==> src/rtl/hs3_pkg.sv <==
package hs3_pkg;
    localparam int KINDS     = 3;
    localparam int KIND_HEAD = 0;
    localparam int KIND_MID  = 1;
    localparam int KIND_TAIL = 2;

    typedef logic [KINDS-1:0] kind_vec_t;
endpackage

==> src/rtl/hs3_celem_bank.sv <==
// One completion element per request wire of a stage.
module hs3_celem_bank
    import hs3_pkg::*;
(
    input  logic      clk,
    input  logic      rst_n,
    input  kind_vec_t req_up,
    input  logic      ack_dn,
    output kind_vec_t held
);
    typedef struct packed {
        kind_vec_t c;
    } bank_t;

    bank_t st_d, st_q;

    always_comb begin
        st_d = st_q;
        for (int k = 0; k < KINDS; k++) begin
            if (req_up[k] && !ack_dn) begin
                st_d.c[k] = 1'b1;
            end else if (!req_up[k] && ack_dn) begin
                st_d.c[k] = 1'b0;
            end
        end
    end

    always_ff @(posedge clk or negedge rst_n) begin
        if (!rst_n) begin
            st_q <= '0;
        end else begin
            st_q <= st_d;
        end
    end

    assign held = st_q.c;
endmodule

==> src/rtl/hs3_hold_latch.sv <==
// Data holding register: follows its input while open, keeps its value while closed.
module hs3_hold_latch #(
    parameter int WIDTH = 8
) (
    input  logic             clk,
    input  logic             rst_n,
    input  logic             open,
    input  logic [WIDTH-1:0] d_up,
    output logic [WIDTH-1:0] d_out
);
    typedef struct packed {
        logic [WIDTH-1:0] data;
    } hold_t;

    hold_t st_d, st_q;

    always_comb begin
        st_d = st_q;
        if (open) begin
            st_d.data = d_up;
        end
    end

    always_ff @(posedge clk or negedge rst_n) begin
        if (!rst_n) begin
            st_q <= '0;
        end else begin
            st_q <= st_d;
        end
    end

    assign d_out = st_q.data;
endmodule

==> src/rtl/hs3_stage.sv <==
// One fully coupled stage: completion bank plus holding register.
module hs3_stage
    import hs3_pkg::*;
#(
    parameter int WIDTH = 8
) (
    input  logic             clk,
    input  logic             rst_n,
    input  kind_vec_t        req_up,
    input  logic [WIDTH-1:0] d_up,
    output logic             ack_up,
    output kind_vec_t        req_dn,
    output logic [WIDTH-1:0] d_dn,
    input  logic             ack_dn
);
    kind_vec_t held;
    logic      busy;
    logic      open;

    hs3_celem_bank u_bank (
        .clk    (clk),
        .rst_n  (rst_n),
        .req_up (req_up),
        .ack_dn (ack_dn),
        .held   (held)
    );

    // Closed while any element is set or the downstream handshake is still active.
    assign busy = |held;
    assign open = !(busy || ack_dn);

    hs3_hold_latch #(.WIDTH(WIDTH)) u_hold (
        .clk   (clk),
        .rst_n (rst_n),
        .open  (open),
        .d_up  (d_up),
        .d_out (d_dn)
    );

    assign ack_up = busy;
    assign req_dn = held;
endmodule

==> src/rtl/hs3_fifo.sv <==
module hs3_fifo
    import hs3_pkg::*;
#(
    parameter int DEPTH = 4,
    parameter int WIDTH = 8
) (
    input  logic             clk,
    input  logic             rst_n,
    input  logic [KINDS-1:0] in_req,
    input  logic [WIDTH-1:0] in_data,
    output logic             in_ack,
    output logic [KINDS-1:0] out_req,
    output logic [WIDTH-1:0] out_data,
    input  logic             out_ack
);
    localparam int LINKS = DEPTH + 1;

    kind_vec_t        req_w [LINKS];
    logic [WIDTH-1:0] dat_w [LINKS];
    logic             ack_w [LINKS];

    assign req_w[0]     = in_req;
    assign dat_w[0]     = in_data;
    assign in_ack       = ack_w[0];
    assign ack_w[DEPTH] = out_ack;
    assign out_req      = req_w[DEPTH];
    assign out_data     = dat_w[DEPTH];

    for (genvar g = 0; g < DEPTH; g++) begin : g_stage
        hs3_stage #(.WIDTH(WIDTH)) u_stage (
            .clk    (clk),
            .rst_n  (rst_n),
            .req_up (req_w[g]),
            .d_up   (dat_w[g]),
            .ack_up (ack_w[g]),
            .req_dn (req_w[g+1]),
            .d_dn   (dat_w[g+1]),
            .ack_dn (ack_w[g+1])
        );
    end
endmodule

==> config.mk <==
export PLATFORM = sky130hd
export DESIGN_NAME = hs3_fifo
export DESIGN_NICKNAME = d
export VERILOG_FILES = /design/src/rtl/hs3_pkg.sv /design/src/rtl/hs3_celem_bank.sv /design/src/rtl/hs3_hold_latch.sv /design/src/rtl/hs3_stage.sv /design/src/rtl/hs3_fifo.sv
export SDC_FILE = /design/constraint.sdc
export NUM_CORES = 1
export LEC_CHECK = 0
export ABC_AREA = 1
export BUFFER_PORTS_ARGS = -buffer_cell sky130_fd_sc_hd__buf_2
export CAP_MARGIN = 20
export CORE_ASPECT_RATIO = 2
export CORE_MARGIN = 1.5
export CORE_UTILIZATION = 51
export CTS_CLUSTER_DIAMETER = 60
export DETAILED_ROUTE_END_ITERATION = 10
export PLACE_DENSITY = 0.8
export SETUP_SLACK_MARGIN = 0.15
export SLEW_MARGIN = 10
export SYNTH_ARGS = -nofsm -noshare
export SYNTH_HDL_FRONTEND = slang
export SYNTH_SLANG_ARGS = --single-unit
==> constraint.sdc <==
create_clock -name clk -period 1.5 [get_ports clk]
set_input_delay 0.075 -clock clk [delete_from_list [all_inputs] [get_ports clk]]
set_output_delay 0.075 -clock clk [all_outputs]
set_load 0.03 [all_outputs]
==> results.cfg <==
[route]
via_count = 1396
avgRoutedWirePerCell_um = 11.11
firstDrtPassIters = 4
ant_nets = 0
drt_iter0_drc = 30
wl_mm = 3.211
drc = 0
avgViaCountPerCell = 4.830

[final_layout]
n_fill_cell = 350
finalNonFillerCells = 289
nets = 263
layout-drive-gt1-share_pct = 29.41
diodes = 0
synthToLayoutAreaGrowth_pct = 17.47
seqCellArea_um2 = 1105
multi_input_area_um2 = 837.1

[worst_setup_path]
arrival_ns = 1.48
worstSetupPathType = flop to flop
start_kind = flop
worstPathMaxFanout = 4
max_stage_delay_ns = 0.40
path_buf_inv = 1
crit_chain = inv_2, nand2_4, nor2_8, ha_4, mux2_2
required_ns = 1.69
crit_family = flip-flops
end_kind = flop
crit_slowest_cell = dfrtp_1

[power]
p_leak_nw = 1.261
power_density_nw_per_um2 = 2315
pwr-share-comb_pct = 48.0
p_clk_share_pct = 14.0
seqPwrFrac_pct = 37.9
p_int_mw = 3.181
ir_drop_v = 0.001486
p_sw_mw = 2.331
switching_share_pct = 42.29

[timing]
clock.fmax_mhz = 774.5
setup_viol = 0
tightest_slew_ns = 0.6540
post-route-period-util_pct = 86.08
slew-limit-headroom_pct = 56.40
maxSlewViolCount = 0
fin_crit_ns = 1.291
finalHoldViolCount = 0
finClkSkew_ns = 0.006567
rsz0062_at_grt = no
holdWs_ns = 0.004816
fin_ws_ns = 0.2088

[global_routing]
grt_pass1_wl_mm = 5.796
overflow = 0
antenna_found_initial = 0
grt_pass1_vias = 1369
track_usage_pct = 18.29
grt_max_degree = 31

[yosys]
async_reset_ff_share_pct = 100.0
ys_types = 15
synth_top_cell_area_share_pct = 54.32
ys_top_cells_by_area = dfrtp_1 (54%), nand2_1 (12%), nand3_1 (7.9%)
yosys.area.top_type = dfrtp_1
syn_inst = 205
synth_area_um2 = 2027
synth_common_cells = nand2_1 (65), dfrtp_1 (44), nand3_1 (32)
synth_edf_count = 0
ys_seq_area_share_pct = 54.32
yosys_warnings = 0
synthFlopType = dfrtp_1
synth_seq_cells = 44
yosysMostFrequentCell = nand2_1
synthesis.nets = 231
synth.avg_cell_area_um2 = 9.888

[floorplan]
dieWidth_um = 47.58
initial_core_util_pct = 52.73
rows = 32
ios = 26
fp.dieArea_um2 = 4385
die_h_um = 92.16
core_um2 = 3844

[placed_design]
placement.io_buffers = 25
place_hpwl_mm = 2.325
pre_cts_slack_ns = 0.1477
placedCellCount = 275
place_congestion = 0.7505

[run]
maxCapViolations = 0

[clock_tree]
clk_path_buf_depth = 2
clock_latency_ns = 0.30
cts_tree = yes
root_buffer = clkbuf_8
cts_sinks = 44
clkTransAtPathRegs_ns = 0.08
h-tree-depth = 2
numCtsBuffers = 5

[worst_hold_path]
hp-class = primary input to flop

[status]
status = finished clean
-- per-layer routing --
metal  vias up  GRT usage [%]  share of wire (%)
met1       646          19.53                 40
met2        24          31.76                 55
li1        720              -                  -
met4         0          6.757                2.0
met3         6          5.315                3.2
met5         -              0                  0
-- cells by family after synthesis --
logic type / synth area share, %
buf+inv: 6.481
compound gates: 1.975
fa+ha+maj: 7.407
simple gates: 27.59
flops: 54.32
mux: 2.222
-- stage by stage --
step | utilization [%] | TNS, ns | total power [mW] | area [um^2]
final | 61.95 | 0 | 5.512 | 2381
after global routing | 61.95 | 0 | 6.038 | 2381
after floorplan | - | -0.004749 | 4.224 | 2073
after CTS | 61.26 | 0 | 5.480 | 2355
after detailed placement | 57.39 | 0 | 4.632 | 2206
after global placement | 57.39 | 0 | 4.511 | 2206
-- layout by cell type, fill, tap and decap left out, drive strengths merged --
master       Yosys  routed
inv             10      10
ha              12      12
nand3           32      32
nand2           72      72
dfrtp           44      44
a21oi            8       8
dlygate4sd3      0       4
clkinvlp         0       2
mux2             4       4
clkbuf           0       6
nor2            12      12
buf             11      32
-- cell type report --
| type | count | area share [%] |
|---|---|---|
| Clock buffer | 6 | 3.468 |
| Clock inverter | 2 | 0.6306 |
| Inverter | 10 | 1.576 |
| Multi-Input combinational cell | 140 | 35.16 |
| Sequential cell | 44 | 46.40 |
| Tap cell | 51 | 2.680 |
| Timing Repair Buffer | 36 | 10.09 |
-- final timing paths --
kind | from | to | slack, ns | cells after the start
worst max-delay path | g_stage[2].u_stage.u_bank.held[2] | g_stage[1].u_stage.u_bank.held[1] | 0.21 | 5
worst min-delay path | in_data[0] | g_stage[0].u_stage.u_hold.d_out[0] | 0.005 | 3
worst max register to register | g_stage[2].u_stage.u_bank.held[2] | g_stage[1].u_stage.u_bank.held[1] | 0.21 | 5
worst min register to register | g_stage[3].u_stage.u_hold.d_out[5] | g_stage[3].u_stage.u_hold.d_out[5] | 0.47 | 2
max in group asynchronous | rst_n | g_stage[0].u_stage.u_hold.d_out[6] | 0.57 | 3
min in group asynchronous | rst_n | g_stage[3].u_stage.u_bank.held[1] | 0.34 | 2
-- flip-flops by register name, summed over array words and instances, names as in the netlist --
name                          flops
g_stage.u_stage.u_hold.d_out     32
g_stage.u_stage.u_bank.held      12
-- power groups by stage --
stage                     Sequential (mW)  Clock (mW)  Combinational [mW]
after floorplan                      2.12           0                2.11
after global placement               2.09           0                2.42
after detailed placement             2.12           0                2.51
after CTS                            2.10       0.806                2.57
after global routing                 2.16       0.849                3.03
final                                2.09       0.773                2.65
-- worst reg2reg max path, stage by stage (launching register included) --
cell and delay [ns]:
dfrtp_1 0.40, inv_2 0.08, nand2_4 0.07, nor2_8 0.15
ha_4 0.21, mux2_2 0.26
-- what timing repair did --
action	in CTS	in global routing
resized for setup	1	5
endpoints found under the hold margin	31	0
hold buffers	4	0
setup buffers	1	1
endpoints found under the setup margin	3	33
pin swaps	1	0
No activity file was read; power rests on OpenSTA's default activity.
